===== src/rtl/sig_dbuf_pkg.sv =====
package sig_dbuf_pkg;

   localparam int unsigned SIG_DEPTH_DEF = 48;
   localparam int unsigned SIG_WIDTH_DEF = 8;

   // pointer width for a given depth, never below one bit
   function automatic int unsigned ptr_bits(input int unsigned depth);
      return (depth <= 2) ? 1 : $clog2(depth);
   endfunction

   // per-direction rate history
   typedef struct packed {
      logic upd_pend;   // update seen, not yet consumed
      logic use_pend;   // consumed, not yet refreshed
   } rate_hist_t;

endpackage


===== src/rtl/sig_ptr_ctr.sv =====
module sig_ptr_ctr
   import sig_dbuf_pkg::*;
#(
   parameter int unsigned DEPTH = SIG_DEPTH_DEF,
   localparam int unsigned PW   = ptr_bits(DEPTH)
) (
   input  logic          clk,
   input  logic          rst_n,
   input  logic          clr,
   input  logic          step,
   output logic [PW-1:0] ptr
);

   localparam logic [PW-1:0] LAST = PW'(DEPTH - 1);

   initial begin : prm_chk
      assert (DEPTH >= 2) else $fatal(1, "sig_ptr_ctr: DEPTH must be at least 2");
   end

   logic [PW-1:0] ptr_q;

   always_ff @(posedge clk or negedge rst_n) begin
      if (!rst_n)          ptr_q <= '0;
      else if (clr)        ptr_q <= '0;
      else if (step) begin
         if (ptr_q == LAST) ptr_q <= '0;
         else               ptr_q <= ptr_q + 1'b1;
      end
   end

   assign ptr = ptr_q;


   ptr_clr_chk: assert property (@(posedge clk) disable iff (!rst_n)
      clr |=> (ptr == '0));


   ptr_wrap_chk: assert property (@(posedge clk) disable iff (!rst_n)
      (step && !clr && ptr == LAST) |=> (ptr == '0));


   ptr_step_chk: assert property (@(posedge clk) disable iff (!rst_n)
      (step && !clr && ptr != LAST) |=> (ptr == $past(ptr) + 1'b1));


   ptr_range_chk: assert property (@(posedge clk) disable iff (!rst_n)
      ptr <= LAST);

endmodule


===== src/rtl/sig_buf_pair.sv =====
module sig_buf_pair
   import sig_dbuf_pkg::*;
#(
   parameter int unsigned DEPTH = SIG_DEPTH_DEF,
   parameter int unsigned WIDTH = SIG_WIDTH_DEF,
   localparam int unsigned PW   = ptr_bits(DEPTH)
) (
   input  logic             clk,
   input  logic             rst_n,
   input  logic             wr_en,
   input  logic [PW-1:0]    wr_idx,
   input  logic [WIDTH-1:0] wr_data,
   input  logic             copy,
   input  logic [PW-1:0]    rd_idx,
   output logic [WIDTH-1:0] rd_data
);

   initial begin : prm_chk
      assert (WIDTH >= 1) else $fatal(1, "sig_buf_pair: WIDTH must be positive");
      assert (DEPTH >= 2) else $fatal(1, "sig_buf_pair: DEPTH must be at least 2");
   end

   logic [WIDTH-1:0] stage_q [DEPTH];
   logic [WIDTH-1:0] live_q  [DEPTH];

   for (genvar e = 0; e < DEPTH; e++) begin : g_ent
      localparam logic [PW-1:0] IDX = PW'(e);

      // staging slot: written by the fill side
      always_ff @(posedge clk or negedge rst_n) begin
         if (!rst_n)                     stage_q[e] <= '0;
         else if (wr_en && wr_idx == IDX) stage_q[e] <= wr_data;
      end

      // live slot: refreshed only by the handoff copy
      always_ff @(posedge clk or negedge rst_n) begin
         if (!rst_n)    live_q[e] <= '0;
         else if (copy) live_q[e] <= stage_q[e];
      end
   end

   assign rd_data = live_q[rd_idx];


   copy_head_chk: assert property (@(posedge clk) disable iff (!rst_n)
      copy |=> (live_q[0] == $past(stage_q[0])));


   copy_tail_chk: assert property (@(posedge clk) disable iff (!rst_n)
      copy |=> (live_q[DEPTH-1] == $past(stage_q[DEPTH-1])));


   live_hold_chk: assert property (@(posedge clk) disable iff (!rst_n)
      !copy |=> $stable(live_q[0]));

endmodule


===== src/rtl/sig_rate_mon.sv =====
module sig_rate_mon
   import sig_dbuf_pkg::*;
(
   input  logic clk,
   input  logic rst_n,
   input  logic update,
   input  logic consume,
   input  logic clr,
   output logic under,
   output logic over
);

   rate_hist_t hist_q, hist_d;
   logic       under_q, over_q;
   logic       under_evt, over_evt;

   // an update and a consumption together count as update then consume
   assign under_evt = consume && hist_q.use_pend && !update;
   assign over_evt  = update  && hist_q.upd_pend && !consume;

   always_comb begin
      hist_d = hist_q;
      if (update && consume) begin
         hist_d.upd_pend = 1'b0;
         hist_d.use_pend = 1'b1;
      end else if (update) begin
         hist_d.upd_pend = 1'b1;
         hist_d.use_pend = 1'b0;
      end else if (consume) begin
         hist_d.upd_pend = 1'b0;
         hist_d.use_pend = 1'b1;
      end
   end

   always_ff @(posedge clk or negedge rst_n) begin
      if (!rst_n) begin
         hist_q  <= '0;
         under_q <= 1'b0;
         over_q  <= 1'b0;
      end else begin
         hist_q  <= hist_d;
         under_q <= under_evt || (under_q && !clr);
         over_q  <= over_evt  || (over_q  && !clr);
      end
   end

   assign under = under_q;
   assign over  = over_q;


   under_set_chk: assert property (@(posedge clk) disable iff (!rst_n)
      (consume && !update && $past(consume) && !$past(update)) |=> under);


   over_set_chk: assert property (@(posedge clk) disable iff (!rst_n)
      (update && !consume && $past(update) && !$past(consume)) |=> over);


   coincide_quiet_chk: assert property (@(posedge clk) disable iff (!rst_n)
      (update && consume && clr) |=> (!under && !over));


   sticky_chk: assert property (@(posedge clk) disable iff (!rst_n)
      (under && !clr) |=> under);


   clear_chk: assert property (@(posedge clk) disable iff (!rst_n)
      (clr && !update && !consume) |=> (!under && !over));

endmodule


===== src/rtl/sig_dir_chan.sv =====
module sig_dir_chan
   import sig_dbuf_pkg::*;
#(
   parameter int unsigned DEPTH = SIG_DEPTH_DEF,
   parameter int unsigned WIDTH = SIG_WIDTH_DEF
) (
   input  logic             clk,
   input  logic             rst_n,
   input  logic             fill_clr,
   input  logic             fill_stb,
   input  logic [WIDTH-1:0] fill_data,
   input  logic             drain_clr,
   input  logic             drain_stb,
   output logic [WIDTH-1:0] drain_data,
   input  logic             update,
   input  logic             consume,
   input  logic             stat_clr,
   output logic             under,
   output logic             over
);

   localparam int unsigned PW = ptr_bits(DEPTH);

   logic [PW-1:0] fill_ptr, drain_ptr;

   sig_ptr_ctr #(.DEPTH(DEPTH)) u_fill_ptr (
      .clk   (clk),
      .rst_n (rst_n),
      .clr   (fill_clr),
      .step  (fill_stb),
      .ptr   (fill_ptr)
   );

   sig_ptr_ctr #(.DEPTH(DEPTH)) u_drain_ptr (
      .clk   (clk),
      .rst_n (rst_n),
      .clr   (drain_clr),
      .step  (drain_stb),
      .ptr   (drain_ptr)
   );

   sig_buf_pair #(.DEPTH(DEPTH), .WIDTH(WIDTH)) u_bufs (
      .clk     (clk),
      .rst_n   (rst_n),
      .wr_en   (fill_stb),
      .wr_idx  (fill_ptr),
      .wr_data (fill_data),
      .copy    (update),
      .rd_idx  (drain_ptr),
      .rd_data (drain_data)
   );

   sig_rate_mon u_mon (
      .clk     (clk),
      .rst_n   (rst_n),
      .update  (update),
      .consume (consume),
      .clr     (stat_clr),
      .under   (under),
      .over    (over)
   );

endmodule


===== src/rtl/sig_dbuf_top.sv =====
module sig_dbuf_top
   import sig_dbuf_pkg::*;
#(
   parameter int unsigned DEPTH = SIG_DEPTH_DEF,
   parameter int unsigned WIDTH = SIG_WIDTH_DEF
) (
   input  logic             clk,
   input  logic             rst_n,
   input  logic [WIDTH-1:0] cpu_wdata,
   input  logic             cpu_tx_wr,
   input  logic             cpu_tx_ptr_rst,
   input  logic             cpu_tx_update,
   input  logic             cpu_rx_rd,
   input  logic             cpu_rx_ptr_rst,
   input  logic             cpu_rx_update,
   output logic [WIDTH-1:0] cpu_rx_rdata,
   input  logic             cpu_stat_rd,
   input  logic             tx_frame_start,
   input  logic             tx_slot_rd,
   output logic [WIDTH-1:0] tx_slot_data,
   input  logic             rx_frame_start,
   input  logic             rx_slot_wr,
   input  logic [WIDTH-1:0] rx_slot_data,
   output logic             tx_under,
   output logic             tx_over,
   output logic             rx_under,
   output logic             rx_over,
   output logic             sig_err_irq,
   output logic             tx_load_irq
);

   // transmit: controller fills, line drains once per frame
   sig_dir_chan #(.DEPTH(DEPTH), .WIDTH(WIDTH)) u_tx (
      .clk        (clk),
      .rst_n      (rst_n),
      .fill_clr   (cpu_tx_ptr_rst),
      .fill_stb   (cpu_tx_wr),
      .fill_data  (cpu_wdata),
      .drain_clr  (tx_frame_start),
      .drain_stb  (tx_slot_rd),
      .drain_data (tx_slot_data),
      .update     (cpu_tx_update),
      .consume    (tx_frame_start),
      .stat_clr   (cpu_stat_rd),
      .under      (tx_under),
      .over       (tx_over)
   );

   // receive: line fills per frame, controller drains per read pass
   sig_dir_chan #(.DEPTH(DEPTH), .WIDTH(WIDTH)) u_rx (
      .clk        (clk),
      .rst_n      (rst_n),
      .fill_clr   (rx_frame_start),
      .fill_stb   (rx_slot_wr),
      .fill_data  (rx_slot_data),
      .drain_clr  (cpu_rx_ptr_rst),
      .drain_stb  (cpu_rx_rd),
      .drain_data (cpu_rx_rdata),
      .update     (cpu_rx_update),
      .consume    (cpu_rx_ptr_rst),
      .stat_clr   (cpu_stat_rd),
      .under      (rx_under),
      .over       (rx_over)
   );

   logic load_q;

   always_ff @(posedge clk or negedge rst_n) begin
      if (!rst_n) load_q <= 1'b0;
      else        load_q <= tx_frame_start;
   end

   assign tx_load_irq = load_q;
   assign sig_err_irq = tx_under | tx_over | rx_under | rx_over;


   load_pulse_chk: assert property (@(posedge clk) disable iff (!rst_n)
      tx_frame_start |=> tx_load_irq);


   load_quiet_chk: assert property (@(posedge clk) disable iff (!rst_n)
      !tx_frame_start |=> !tx_load_irq);


   irq_flag_chk: assert property (@(posedge clk) disable iff (!rst_n)
      $rose(tx_under) |-> sig_err_irq);

endmodule


===== config.mk =====
export PLATFORM = sky130hd
export DESIGN_NAME = sig_dbuf_top
export DESIGN_NICKNAME = d
export VERILOG_FILES = /design/src/rtl/sig_dbuf_pkg.sv /design/src/rtl/sig_ptr_ctr.sv /design/src/rtl/sig_buf_pair.sv /design/src/rtl/sig_rate_mon.sv /design/src/rtl/sig_dir_chan.sv /design/src/rtl/sig_dbuf_top.sv
export SDC_FILE = /design/constraint.sdc
export NUM_CORES = 2
export LEC_CHECK = 0
export CAP_MARGIN = 20
export CORE_UTILIZATION = 31
export CTS_CLUSTER_SIZE = 10
export DETAILED_ROUTE_END_ITERATION = 10
export DONT_BUFFER_PORTS = 1
export SLEW_MARGIN = 20
export SYNTH_ARGS = -nofsm -noshare
export SYNTH_HDL_FRONTEND = slang
export SYNTH_SLANG_ARGS = --single-unit

===== constraint.sdc =====
create_clock -name clk -period 6.6 [get_ports clk]
set_input_delay 1.32 -clock clk [delete_from_list [all_inputs] [get_ports clk]]
set_output_delay 1.32 -clock clk [all_outputs]
set_load 0.03 [all_outputs]

---- Word-level counts from Yosys, hierarchy flattened ----
Cells that the tools add are included.
storage, ports and cells
  input bits .............................. 29
  register bits ........................... 1569
operators by class
  $lt $le $gt $ge ......................... 2
  mux-type cells .......................... 24
  reduce and logical (&&, ||, !) cells .... 127
  $add $sub $neg .......................... 4
  bitwise operators ....................... 5
  equality and inequality tests ........... 96
operators by type and width
  cell                                                                    number
  6-bit equality test (second input constant)                             34
  6-bit by 5-bit equality test with 1-bit output (second input constant)  32
  1-bit logical AND                                                       110
  8-bit binary-select mux with 6-bit select                               2
  6-bit by 4-bit equality test with 1-bit output (second input constant)  16
  6-bit 2-to-1 mux                                                        12
  6-bit by 3-bit equality test with 1-bit output (second input constant)  8
  8-bit 2-to-1 mux                                                        4
  6-bit by 1-bit adder with 6-bit output (second input constant)          4
  6-bit by 2-bit equality test with 1-bit output (second input constant)  4
  7-bit >= comparator (second input constant)                             2
  6-bit inverter with 7-bit output                                        2
  6-bit by 1-bit equality test with 1-bit output (second input constant)  2
  6-bit logical NOT                                                       2
  2-bit 2-to-1 mux                                                        6
  2-bit nonzero test                                                      4
  3-bit nonzero test                                                      2
  1-bit logical NOT                                                       5
  1-bit logical OR                                                        4
  1-bit OR                                                                3

---- Longest topological paths before layout ----
  depth in word-level cells ............... 4
  depth in mapped cells ................... 9

---- Modules after synthesis ----
From an unflattened synthesis, not the netlist that was laid out.
second synthesis, totals
  cell total of the unflattened synthesis .. 3976
  area total of the unflattened synthesis .. 64969.8 sq um
modules (own cells, without submodules)
  module        instances  area each (sq um)  cells an instance
  sig_buf_pair  2          31611.6            1903
  sig_ptr_ctr   4          355.3              36
  sig_rate_mon  2          146.4              12
  sig_dbuf_top  1          32.5               2

---- Least setup slack after synthesis ----
No wires, ideal clock.
  path kind ............................... register -> output
  start ................................... reg u_rx.u_drain_ptr.ptr_q[0], in the netlist u_rx.u_drain_ptr.ptr[0]
  end ..................................... out cpu_rx_rdata[4]
  arrival time ............................ 2276 ps
  setup slack ............................. 3004 ps
  stages on the path, launching flop included .. 9
  path buffers ............................ 4
  cell sequence ........................... dfrtp_1 buf_6 buf_6 buf_6 buf_4 nor4_1 a311oi_1 and3_1 o32ai_1
between the ends
  word-level cells in the longest chain between the ends .. 4
RTL lines
  element                                                 line                source
  start: declaration                                      sig_ptr_ctr.sv:20   logic [PW-1:0] ptr_q;
  start signal: assignment                                sig_ptr_ctr.sv:27   else ptr_q <= ptr_q + 1'b1;
  6-bit inverter with 7-bit output (not written as such)  sig_buf_pair.sv:42  assign rd_data = live_q[rd_idx];
  8-bit binary-select mux with 6-bit select               sig_buf_pair.sv:42
  8-bit 2-to-1 mux (not written as such) (2 in series)    sig_buf_pair.sv:42
  end: declaration                                        sig_dbuf_top.sv:16  output logic [WIDTH-1:0] cpu_rx_rdata,
Every way passes these cells. The select of a mux whose other input is x is not followed.

---- Worst setup path after layout ----
  start ................................... reg u_tx.u_drain_ptr.ptr_q[0], in the netlist u_tx.u_drain_ptr.ptr[0]
  end ..................................... out tx_slot_data[6]
between the ends
  word-level cells in the longest chain between the ends .. 4
RTL lines
  element                                                 line                source
  start: declaration                                      sig_ptr_ctr.sv:20
  start signal: assignment                                sig_ptr_ctr.sv:27
  6-bit inverter with 7-bit output (not written as such)  sig_buf_pair.sv:42
  8-bit binary-select mux with 6-bit select               sig_buf_pair.sv:42
  8-bit 2-to-1 mux (not written as such) (2 in series)    sig_buf_pair.sv:42
  end: declaration                                        sig_dbuf_top.sv:20  output logic [WIDTH-1:0] tx_slot_data,
Every way passes these cells. The select of a mux whose other input is x is not followed.

==> out/qor.yml <==
hp-class: "input port to async pin"
critPathCaptureType: "output port"
grt_pass1_vias: 36800
cts_tree: "built"
synthAdderAreaFrac_pct: 0.1910
cts-root-buf: "clkbuf_16"
synth_edf_count: 0
p_comb_share_pct: 6.1
worst-path-buf-inv: 2
synthTopCellsByArea: "dfrtp_1, mux2_2, mux4_2, mux2i_1, clkbuf_1"
worstMarginPinSlew_ns: 2.910
synthToLayoutAreaGrowth_pct: 11.93
reg2reg_slack_ns: 3.91
crit_type: "flip-flop to output port"
synth_cells: 4149
ys_async_sr_fraction_pct: 100.0
setup_tns_ns: 0
holdBufCountCts: 0
cpMaxStageDelayCell: "dfrtp_4"
synth-main-ff-cell: "dfrtp_1"
power.share.clock_pct: 43.2
synth.avg_cell_area_um2: 15.79
preCtsSetupSlack_ns: 0.9945
ios: 51
cp_top_family: "flip-flops"
setup_viol: 0
die_area_um2: 213200
ys_warn_count: 0
rsz0062_at_grt: "false"
yosysUniqueCellTypes: 58
synth_area_um2: 65510
die_y_um: 461.7
synth_seq_area_share_pct: 59.94
slew_headroom_pct: -93.98
muxShareOfSynthArea_pct: 33.24
cp_common_cell: "buf_4"
r2r_end: "u_rx.u_bufs.stage_q[243]$_DFFE_PN0P_"
period_share_pct: 82.39
numPortBuffers: 0
core_um2: 209800
r2r_start: "u_rx.u_fill_ptr.ptr[2]$_DFFE_PN0P_"
utilization_pct: 34.95
synth_top_area_share_pct: 59.94
path_max_fanout: 45
place.gp.congestion: 0.7989
grt.overflow.total: 0
fmax_mhz: 183.9
antenna_left: 0
drtIter0Drc: 2332
drv_cap: 0
cts.sinks: 1569
finClkSkew_ns: 0.05600
synth_top_family_by_area: "multiplexers"
path_clk_slew_ns: 0.06
setup_slack_ns: 1.162
power.switching_mw: 4.591
post_drt_via_cell_ratio: 4.969
cp-start-kind: "flip-flop"
drv_slew: 319
layout_min_cycle_time_ns: 5.438
cts_made_buffers: 178
syn_nets: 4188
antenna_found_initial: 0
vdd_drop_max_mv: 0.2297
synth_xor_area_share_pct: 0.1070
die_w_um: 461.7
track_usage_pct: 14.00
num_vias: 34480
reg2reg_depth: 3
clock_path_buffers: 3
dpl_cell_area_um2: 68310
layout-drive-gt1-share_pct: 49.53
synth-compound-area-share_pct: 2.048
p_int_mw: 15.55
totalWireLength_um: 146200
p_leak_nw: 34.51
initial_core_util_pct: 31.23
crit_path_cell_trace: "buf_4 -> or3b_2 -> o22ai_1 -> a211o_1 -> a21oi_1 -> o31ai_1 -> buf_4"
powerDensity_nw_per_um2: 274.7
status: "complete, but fails checks"
final_nets: 4133
grt_first_pass_wirelength_um: 230400
ctsResizeCount: 0
switching_share_pct: 22.80
drc_errors: 0
hold_viol_final: 0
yosysTopAreaCell: "dfrtp_1"
worstPathRequired_ns: 5.28
arrival_ns: 4.12
dr.pass1.iters: 5
violations: "slew limit"
synth-seq-cells: 1569
crit_path_max_incr_delay_ns: 1.08
design_area_um2: 73320
synthSimpleGateAreaFrac_pct: 2.451
seqPwrFrac_pct: 50.7
p_total_mw: 20.14
wl_per_cell_um: 21.07
h-tree-depth: 4
cp.depth: 7
cts_setup_buffers: 0
dp_hpwl_um: 84890
grt_max_degree: 388
insertion_delay_ns: 0.82
rows: 168
routing by layer:
metal | up-vias | wire [um] | track usage (%)
met1 | 18820 | 68920 | 19.89
met5 | - | 0 | 0
met2 | 553 | 66680 | 21.40
met4 | 0 | 3972 | 4.344
li1 | 14880 | - | -
met3 | 233 | 6644 | 2.791
how the worst max path moves through the flow:
stage                                              startpoint                                   to
final                     u_tx.u_drain_ptr.ptr[0]$_DFFE_PN0P_                      tx_slot_data[6]
after global routing                                    rst_n  u_tx.u_bufs.live_q[238]$_DFFE_PN0P_
after CTS                 u_tx.u_drain_ptr.ptr[0]$_DFFE_PN0P_                      tx_slot_data[1]
after detailed placement                                rst_n  u_tx.u_bufs.live_q[275]$_DFFE_PN0P_
after global placement                                  rst_n  u_tx.u_bufs.live_q[259]$_DFFE_PN0P_
after floorplan           u_rx.u_drain_ptr.ptr[0]$_DFFE_PN0P_                      cpu_rx_rdata[4]
state kept, by name, summed over array words and instances, names as in the netlist, 2 cells and up:
name,flops
u_rx.u_drain_ptr.ptr,6
u_tx.u_mon.hist_q,2
u_rx.u_mon.hist_q,2
u_rx.u_bufs.live_q,384
u_tx.u_fill_ptr.ptr,6
u_tx.u_bufs.stage_q,384
u_tx.u_bufs.live_q,384
u_rx.u_fill_ptr.ptr,6
u_tx.u_drain_ptr.ptr,6
u_rx.u_bufs.stage_q,384
synth_stat cells (all sizes together) (2+ instances only):
| master | count |
|---|---|
| buf | 99 |
| a22o | 4 |
| clkbuf | 176 |
| o221ai | 10 |
| a21o | 2 |
| or2 | 3 |
| a221oi | 10 |
| nand2b | 8 |
| nor2 | 115 |
| dfrtp | 1569 |
| o32ai | 4 |
| mux2 | 1570 |
| mux4 | 145 |
| a22oi | 18 |
| a31oi | 4 |
| nand3b | 2 |
| nor4 | 3 |
| nand3 | 36 |
| o22a | 3 |
| xor2 | 7 |
| a311oi | 7 |
| nand4 | 4 |
| a211oi | 20 |
| ha | 10 |
| o2bb2ai | 2 |
| a2111oi | 5 |
| or3 | 3 |
| a21oi | 39 |
| nor2b | 22 |
| o21ai | 19 |
| nand2 | 65 |
| inv | 14 |
| o22ai | 18 |
| nor3 | 5 |
| and3 | 6 |
| o31ai | 13 |
| a32o | 2 |
| mux2i | 83 |
| and2 | 6 |
| a211o | 8 |
cell families after synthesis:
kind of cell               count (synthesis)
DFF                                     1569
muxes                                   1798
adders and majority gates                 10
and+or+nand+nor                          283
xor gates and xnor gates                   8
AOI/OAI and AO/OA                        191
buffers and inverters                    290
per-stage QoR:
| step | hold slack (ns) | instances |
|---|---|---|
| 2_1_floorplan | 0.4546 | 4149 |
| 3_3_place_gp | 0.4624 | 6714 |
| 3_5_place_dp | 0.4721 | 6715 |
| 4_1_cts | 0.1372 | 6934 |
| 5_1_grt | 0.1560 | 6938 |
| 6_report | 0.2125 | 6940 |
power groups by stage:
stage          Clock (mW)  Combinational, mW  Sequential, mW
2_1_floorplan           0              0.941            10.3
3_3_place_gp            0               1.20            10.4
3_5_place_dp            0               1.22            10.4
4_1_cts              8.98               1.22            10.2
5_1_grt              9.37               1.31            10.3
6_report             8.70               1.23            10.2
layout make-up:
type	instances	area (um2)
fill	20150	136500
sequential	1569	39280
multi-input combinational	2290	24980
clock buffer	201	4583
tap	2805	3510
timing repair buffer	40	598.1
clock inverter	18	314.1
inverter	15	56.30
antenna	2	5.005
cell usage in the layout, fill, tap and decap left out, types with 18 or more instances in the layout:
master,Yosys,layout
o22ai_1,18,18
mux4_2,145,145
clkbuf_16,0,180
buf_4,12,24
clkbuf_1,176,21
a22oi_1,18,18
dfrtp_1,1569,1565
nor2_1,48,48
a21oi_1,39,39
mux2_2,1570,1570
nand3_1,32,32
mux2i_1,83,83
o21ai_0,19,19
a211oi_1,20,18
nor2b_1,22,20
nand2_1,65,65
nor2_2,57,57
No activity file was read; power rests on OpenSTA's default activity.
